**src/rtl/busTimerPkg.sv**
```systemverilog
package busTimerPkg;
  typedef enum logic [1:0] {
    PH_IDLE   = 2'd0,
    PH_DEFER  = 2'd1,
    PH_STROBE = 2'd2
  } phase_t;

  // strobes from control to datapath
  typedef struct packed {
    logic accept;     // capture request and history
    logic loadDefer;  // load counter with gap length
    logic loadWait;   // load counter with wait-state count
    logic countDown;  // decrement counter
  } ctrl_t;
endpackage

```
**src/rtl/busTimerPath.sv**
```systemverilog
module busTimerPath
  import busTimerPkg::*;
#(
  parameter int CS_W = 2,
  parameter int WAIT_W = 2,
  parameter int DEFER_CYCLES = 2
) (
  input  logic              clk,
  input  logic              rstN,
  input  ctrl_t             ctl,
  input  logic [CS_W-1:0]   reqCs,
  input  logic              reqWrite,
  input  logic [WAIT_W-1:0] waitCfg,
  input  logic              demuxBus,
  input  logic              deferEn,
  output logic              deferNeed,
  output logic              cntZero
);
  localparam int DEF_W = (DEFER_CYCLES > 1) ? $clog2(DEFER_CYCLES) : 1;
  localparam int CNT_W = (WAIT_W > DEF_W) ? WAIT_W : DEF_W;

  logic [CS_W-1:0]   lastCs;
  logic              lastWrite;
  logic              histValid;
  logic [WAIT_W-1:0] waitHeld;
  logic [CNT_W-1:0]  cnt;
  logic [WAIT_W-1:0] waitSrc;

  // history of the last accepted cycle
  always_ff @(posedge clk) begin
    if (!rstN) begin
      lastCs    <= '0;
      lastWrite <= 1'b0;
      histValid <= 1'b0;
      waitHeld  <= '0;
    end else if (ctl.accept) begin
      lastCs    <= reqCs;
      lastWrite <= reqWrite;
      histValid <= 1'b1;
      waitHeld  <= waitCfg;
    end
  end

  // wait count comes straight from the request when loaded at acceptance
  assign waitSrc = ctl.accept ? waitCfg : waitHeld;

  always_ff @(posedge clk) begin
    if (!rstN) begin
      cnt <= '0;
    end else if (ctl.loadDefer) begin
      cnt <= CNT_W'(DEFER_CYCLES - 1);
    end else if (ctl.loadWait) begin
      cnt <= CNT_W'(waitSrc);
    end else if (ctl.countDown) begin
      cnt <= cnt - 1'b1;
    end
  end

  assign cntZero   = (cnt == '0);
  assign deferNeed = demuxBus && deferEn && histValid &&
                     ((reqCs != lastCs) || (reqWrite != lastWrite));
endmodule

```
**src/rtl/busTimerCtrl.sv**
```systemverilog
module busTimerCtrl
  import busTimerPkg::*;
(
  input  logic  clk,
  input  logic  rstN,
  input  logic  reqValid,
  input  logic  readyIn,
  input  logic  deferNeed,
  input  logic  cntZero,
  output ctrl_t ctl,
  output logic  busy,
  output logic  strobe,
  output logic  cycleDone
);
  phase_t phase;
  phase_t phaseNext;
  logic   doneNext;

  always_comb begin
    ctl       = '0;
    phaseNext = phase;
    doneNext  = 1'b0;
    unique case (phase)
      PH_IDLE: begin
        if (reqValid) begin
          ctl.accept = 1'b1;
          if (deferNeed) begin
            ctl.loadDefer = 1'b1;
            phaseNext     = PH_DEFER;
          end else begin
            ctl.loadWait = 1'b1;
            phaseNext    = PH_STROBE;
          end
        end
      end
      PH_DEFER: begin
        if (cntZero) begin
          ctl.loadWait = 1'b1;
          phaseNext    = PH_STROBE;
        end else begin
          ctl.countDown = 1'b1;
        end
      end
      PH_STROBE: begin
        if (!cntZero) begin
          ctl.countDown = 1'b1;
        end else if (readyIn) begin
          phaseNext = PH_IDLE;
          doneNext  = 1'b1;
        end
      end
      default: phaseNext = PH_IDLE;
    endcase
  end

  always_ff @(posedge clk) begin
    if (!rstN) begin
      phase     <= PH_IDLE;
      cycleDone <= 1'b0;
    end else begin
      phase     <= phaseNext;
      cycleDone <= doneNext;
    end
  end

  assign busy   = (phase != PH_IDLE);
  assign strobe = (phase == PH_STROBE);
endmodule

```
**src/rtl/busCycleTimer.sv**
```systemverilog
module busCycleTimer
  import busTimerPkg::*;
#(
  parameter int CS_W = 2,
  parameter int WAIT_W = 2,
  parameter int DEFER_CYCLES = 2
) (
  input  logic              clk,
  input  logic              rstN,
  input  logic              reqValid,
  input  logic              reqWrite,
  input  logic [CS_W-1:0]   reqCs,
  input  logic [WAIT_W-1:0] waitCfg,
  input  logic              demuxBus,
  input  logic              deferEn,
  input  logic              readyIn,
  output logic              busy,
  output logic              strobe,
  output logic              cycleDone
);
  ctrl_t ctl;
  logic  deferNeed;
  logic  cntZero;

  busTimerCtrl ctrlU (
    .clk(clk), .rstN(rstN), .reqValid(reqValid), .readyIn(readyIn),
    .deferNeed(deferNeed), .cntZero(cntZero), .ctl(ctl),
    .busy(busy), .strobe(strobe), .cycleDone(cycleDone)
  );

  busTimerPath #(.CS_W(CS_W), .WAIT_W(WAIT_W), .DEFER_CYCLES(DEFER_CYCLES)) pathU (
    .clk(clk), .rstN(rstN), .ctl(ctl), .reqCs(reqCs), .reqWrite(reqWrite),
    .waitCfg(waitCfg), .demuxBus(demuxBus), .deferEn(deferEn),
    .deferNeed(deferNeed), .cntZero(cntZero)
  );
endmodule

```
**config.mk**
```make
export PLATFORM = sky130hd
export DESIGN_NAME = busCycleTimer
export DESIGN_NICKNAME = d
export VERILOG_FILES = /design/src/rtl/busTimerPkg.sv /design/src/rtl/busTimerPath.sv /design/src/rtl/busTimerCtrl.sv /design/src/rtl/busCycleTimer.sv
export SDC_FILE = /design/constraint.sdc
export NUM_CORES = 1
export LEC_CHECK = 0
export ABC_CLOCK_PERIOD_IN_PS = 3800
export BUFFER_PORTS_ARGS = -buffer_cell sky130_fd_sc_hd__buf_4
export CAP_MARGIN = 25
export CORE_AREA = 2 2 39 41
export DETAILED_ROUTE_END_ITERATION = 8
export DIE_AREA = 0 0 41 43
export PLACE_DENSITY = 0.69
export REMOVE_ABC_BUFFERS = 1
export SLEW_MARGIN = 10
export SYNTH_ARGS = -nofsm -noshare
export SYNTH_HDL_FRONTEND = slang
export SYNTH_SLANG_ARGS = --single-unit
```
**constraint.sdc**
```tcl
create_clock -name clk -period 3.8 [get_ports clk]
set_input_delay 0.38 -clock clk [delete_from_list [all_inputs] [get_ports clk]]
set_output_delay 0.38 -clock clk [all_outputs]
set_load 0.02 [all_outputs]
```
Word-level counts from Yosys, hierarchy flattened
Index checks and enable logic that the tools add are counted.

storage, ports and cells
  register bits after elaboration = 11
  bits of input ports = 11
  output and inout port bits = 3
  word-level logic and storage cells = 50

operators by class
  $add $sub $neg = 1
  equal/unequal tests = 8
  multiplexer cells = 19
  bitwise gates (word level) = 1
  reduce and logical (&&, ||, !) cells = 13

operators with widths
  cell                 number
  $mux 2               9
  $mux 1               7
  $pmux 2 s3           1
  $logic_not 2->1      2
  $ne 2x1->1 const B   2
  $ne 2x2->1 const B   2
  $reduce_and 4->1     1
  $reduce_bool 2->1    2
  $reduce_or 2->1      2
  $logic_and 1x1->1    3
  $mux 3               1
  $reduce_and 3->1     1
  $reduce_bool 3->1    1
  $eq 2x1->1 const B   1
  $eq 2x2->1 const B   1
  $ne 2x2->1           1
  $pmux 1 s2           1
  $sub 2x1->2 const B  1
  $logic_or 1x1->1     1
  $ne 1x1->1           1
  $not 1->1            1

Longest topological paths before layout
  word-level depth = 9
  gate-level depth with buffers = 6

Cells and area by module
A second synthesis with hierarchy kept.

unflattened totals
  cell total of the unflattened synthesis = 63
  area total of the unflattened synthesis = 593.1 um^2

by module, submodules not included
  module        instances  cells an instance  area an instance (um^2)  sequential area each (um^2)
  busTimerPath  1          37                 355.3                    160.2
  busTimerCtrl  1          26                 237.7                    60.1

Least setup slack after synthesis
No wires, ideal clock.

  kind = register to register
  from = reg ctrlU.phase[0]
  to = reg ctrlU.phase[0]
  library setup time = 93 ps
  arrival time = 1309 ps
  slack = 2398 ps
  stages on the path, launching flop included = 6
  buffers on the path = 0
  clock period less this slack = 1402 ps
  path through = dfxtp_1 > inv_1 > ha_1 > or2b_1 > and3_1 > o32ai_1

on the way
  longest elaborated chain between the ends = 3

RTL lines
  item                                                       RTL line             text
  start, declared                                            busTimerCtrl.sv:15   phase_t phase;
  start signal, assigned                                     busTimerCtrl.sv:61   phase <= phaseNext;
  $eq 2x2->1 *                                               --
  via strobe                                                 busCycleTimer.sv:18  output logic strobe,
  $ne 2x1->1 (no line) / $ne 2x2->1 (equally long branches)  --
  $reduce_and 4->1 (no line)                                 --

The timed path passes the listed nets; every way through them passes the cells marked *.
A chain may end at the register's enable or synchronous reset.

Final worst setup path
  from = reg ctrlU.phase[0]
  to = out busy

on the way
  longest elaborated chain between the ends = 1

RTL lines
  item               RTL line             text
  $reduce_bool 2->1  busTimerCtrl.sv:66   assign busy = (phase != PH_IDLE);
  end, declared      busCycleTimer.sv:17  output logic busy,

Every way passes these cells.

==> out/qor.log <==
INFO  detailed_routing dr_vias=555
INFO  placed_design  dp_worst_setup_slack=2.35ns
INFO  sta            fin_crit=1.54ns
INFO  final_layout   fill_cells=140
INFO  clock_network  cts_hold_buffers=0
INFO  pwr            switching_share=35.9%
INFO  global_routing grt_start_max_net_pins=11
INFO  run_status     outcome=finished, final reports clean
INFO  yosys          synth_seq_cells=11
INFO  floorplan      core=1380µm²
INFO  yosys          proportion_of_synthesized_chip_area_in_sequential_cells=36.2%
INFO  sta            fmaxAchievable=650MHz
INFO  global_routing globalRouteTotalUtil=17.1%
INFO  clock_network  post_cts.resized_instances=0
INFO  worst_setup_path critical_path_peak_fanout=6
INFO  yosys          syn-cell-area=608µm²
INFO  yosys          syn-mean-instance-area=8.45µm²
INFO  sta            final_critical_path_setup_slack=2.26ns
INFO  yosys          synth_adder_area_share=8.23%
INFO  pwr            vdd_drop_max=0.246mV
INFO  sta            setup_viol=0
INFO  clock_network  htree_levels=1
INFO  pwr            internal-power=0.243mW
INFO  worst_setup_path worstSetupEndpointType=output port
INFO  placed_design  io_buffer_count=13
INFO  pwr            cellLeakagePower=0.314nW
INFO  yosys          yosys_warnings=0
INFO  clock_network  tritoncts_num_sinks=11
INFO  placed_design  gp_congestion=0.784
INFO  sta            totalNegativeSetupSlack=0ns
INFO  worst_setup_path critical-path-top-cell-by-count=sky130_fd_sc_hd__inv_1
INFO  final_layout   layout-drive-gt1-share=22.7%
INFO  sta            worst_slew_margin_rel=79.4%
INFO  final_layout   final_net_count=104
INFO  pwr            share_seq_of_total_power=37.8%
INFO  detailed_routing route.detailed.drc=0
INFO  job            maxCapViolCount=0
INFO  worst_hold_path hold_class=input port to flop
INFO  pwr            net-switching-power=0.136mW
INFO  worst_setup_path cp_top_family=flip-flops
INFO  sta            timing.final.hold_violations=0
INFO  worst_setup_path cp_cell_sequence=inv_1, ha_1, inv_1, buf_4
INFO  worst_setup_path critical_path_arrival=1.16ns
INFO  worst_setup_path worst-path-buf-inv=3
INFO  worst_setup_path critical_path_launch_point_type=flop
INFO  clock_network  tritoncts.num_buffers=3
INFO  clock_network  clock_path_buffers=2
INFO  floorplan      initial_core_util=43.9%
INFO  floorplan      number_of_top_level_pins=14
INFO  detailed_routing vias_per_cell=5.34
INFO  pwr            comb_power_share=40.1%
INFO  global_routing first_global_vias=491
INFO  yosys          synth-edff-count=0
INFO  sta            grt_setup_unrepaired=no
INFO  pwr            power.density=509nW/µm²
INFO  yosys          synth_xor_area_share=4.32%
INFO  yosys          post_synthesis_compound_gate_area_fraction=20.6%
INFO  worst_setup_path critical_path.max_stage_delay=0.34ns
INFO  yosys          count_of_cell_types_in_the_netlist=25
INFO  final_layout   final_cell_mix=sky130_fd_sc_hd__nand2_1 (13), sky130_fd_sc_hd__buf_4 (13), sky130_fd_sc_hd__dfxtp_1 (11)
INFO  worst_setup_path worst_path_max_delay_cell=sky130_fd_sc_hd__dfxtp_1
INFO  detailed_routing initialDrtViolationCount=6
INFO  floorplan      dieWidth=41µm
INFO  final_layout   antenna_cells_inserted=0
INFO  pwr            share_clk_of_total_power=22.1%
INFO  clock_network  worst_setup_hold_path_clk_slew=0.08ns
INFO  yosys          ffs_w_async_s_r_synth=0%
INFO  sta            final_max_slew_viol_count=0
INFO  global_routing gr_overflow_total=0
INFO  worst_setup_path worst-endpoint-required=3.42ns
INFO  sta            fin_worst_skew=0.00483ns
INFO  detailed_routing routed_wirelength=1220µm
INFO  yosys          area_fraction_in_and_or_nand_and_nor_cells_after_synthesis=23.0%
INFO  pwr            finalPower=0.380mW
INFO  worst_setup_path timing_worst_setup_path_type=flop to output port
INFO  yosys          dominant_combinational_cell_family_by_area_after_synthesis=simple AND/OR/NAND/NOR gates
INFO  clock_network  worst_skew_pair_latency=0.28ns
INFO  yosys          synthMuxAreaShare=2.47%
INFO  placed_design  detailedPlacementHpwl=955µm
INFO  floorplan      die-area=1760µm²
INFO  detailed_routing wl_per_cell=11.7µm
INFO  floorplan      core.rowCount=14
INFO  sta            layout_worst_path_cycle_share=40.5%
INFO  clock_network  post-cts-setup-buffer-count=0
INFO  yosys          netlist_instances=72
INFO  final_layout   area_growth=22.8%
INFO  detailed_routing firstDrtPassIters=4
INFO  global_routing grt_pass1_wl=2040µm
INFO  detailed_routing drt.antenna.violating_nets=0
INFO  clock_network  clockRootBuffer=sky130_fd_sc_hd__clkbuf_4
INFO  yosys          ys.flop_type=sky130_fd_sc_hd__dfxtp_1
INFO  floorplan      die_height=43µm
INFO  final_layout   postLayoutCoreUtil=54.0%
INFO  sta            tightestPinTransition=0.307ns
INFO  global_routing grt_antenna_before_repair=0
INFO  clock_network  cts_tree=done
-- through the flow --
stage	cell area, µm²	hold WS, ns	std cells
after floorplan	603	0.440	71
after global placement	721	0.455	100
after detailed placement	721	0.462	100
after CTS	747	0.335	104
after global routing	747	0.358	104
final	747	0.339	104
-- tightest hold or removal path, delay by kind of cell --
kind / cells / cell delay (ns)
buf+inv: 1 / 0.09
simple gates: 2 / 0.12
-- layout make-up --
class | instances | area [µm²] | share of cell area, %
multi-input cells | 53 | 357 | 47.7
repair buffers | 13 | 97.6 | 13.1
clock buffers | 4 | 26.3 | 3.52
well taps | 16 | 20.0 | 2.68
inverters | 7 | 26.3 | 3.52
flip-flops and latches | 11 | 220 | 29.5
-- logic make-up (layout without fill, tap and decap cells) --
logic type / Yosys count / after routing
simple gates: 29 / 29
compound gates: 16 / 16
flops: 11 / 11
buf+inv: 8 / 24
fa+ha+maj: 4 / 4
xor+xnor: 3 / 3
mux: 1 / 1
-- path summary, 6_finish.rpt --
kind	slack, ns	endpoint	depth (start not counted)	startpoint
max	2.26	busy	4	ctrlU.phase[0]
min	0.34	ctrlU.cycleDone	3	rstN
max reg2reg	2.34	pathU.cnt[1]	5	pathU.cnt[0]
min reg2reg	0.47	pathU.lastCs[1]	2	pathU.lastCs[1]
-- power by group through the flow --
stage | registers, mW | logic [mW] | clock network, mW
floorplan | 0.145 | 0.111 | 0
global placement | 0.146 | 0.151 | 0
detailed placement | 0.146 | 0.153 | 0
CTS | 0.144 | 0.153 | 0.0859
global route | 0.145 | 0.172 | 0.0892
finish | 0.144 | 0.152 | 0.0839
-- synthesized netlist by cell type (2+ instances only) --
master / number / area, µm²
sky130_fd_sc_hd__nand2_1: 13 / 48.8
sky130_fd_sc_hd__dfxtp_1: 11 / 220
sky130_fd_sc_hd__inv_1: 6 / 22.5
sky130_fd_sc_hd__a21oi_1: 5 / 25.0
sky130_fd_sc_hd__nor2_1: 5 / 18.8
sky130_fd_sc_hd__ha_1: 4 / 50.1
sky130_fd_sc_hd__a31oi_1: 3 / 18.8
sky130_fd_sc_hd__nand3b_1: 3 / 22.5
sky130_fd_sc_hd__xnor2_1: 3 / 26.3
sky130_fd_sc_hd__and3_1: 2 / 12.5
sky130_fd_sc_hd__nand4_1: 2 / 12.5
sky130_fd_sc_hd__o32ai_1: 2 / 17.5
-- sequential cells by signal, summed over array words and instances, names as in the netlist --
register	flops
ctrlU.cycleDone	1
pathU.histValid	1
pathU.waitHeld	2
ctrlU.phase	2
pathU.lastWrite	1
pathU.lastCs	2
pathU.cnt	2
-- layer usage --
metal	global-route usage [%]	wire, µm
met3	3.14	48
met4	8.00	25
met2	25.6	597
met5	0	0
met1	22.5	546
Power figures use the tool's default switching activity.
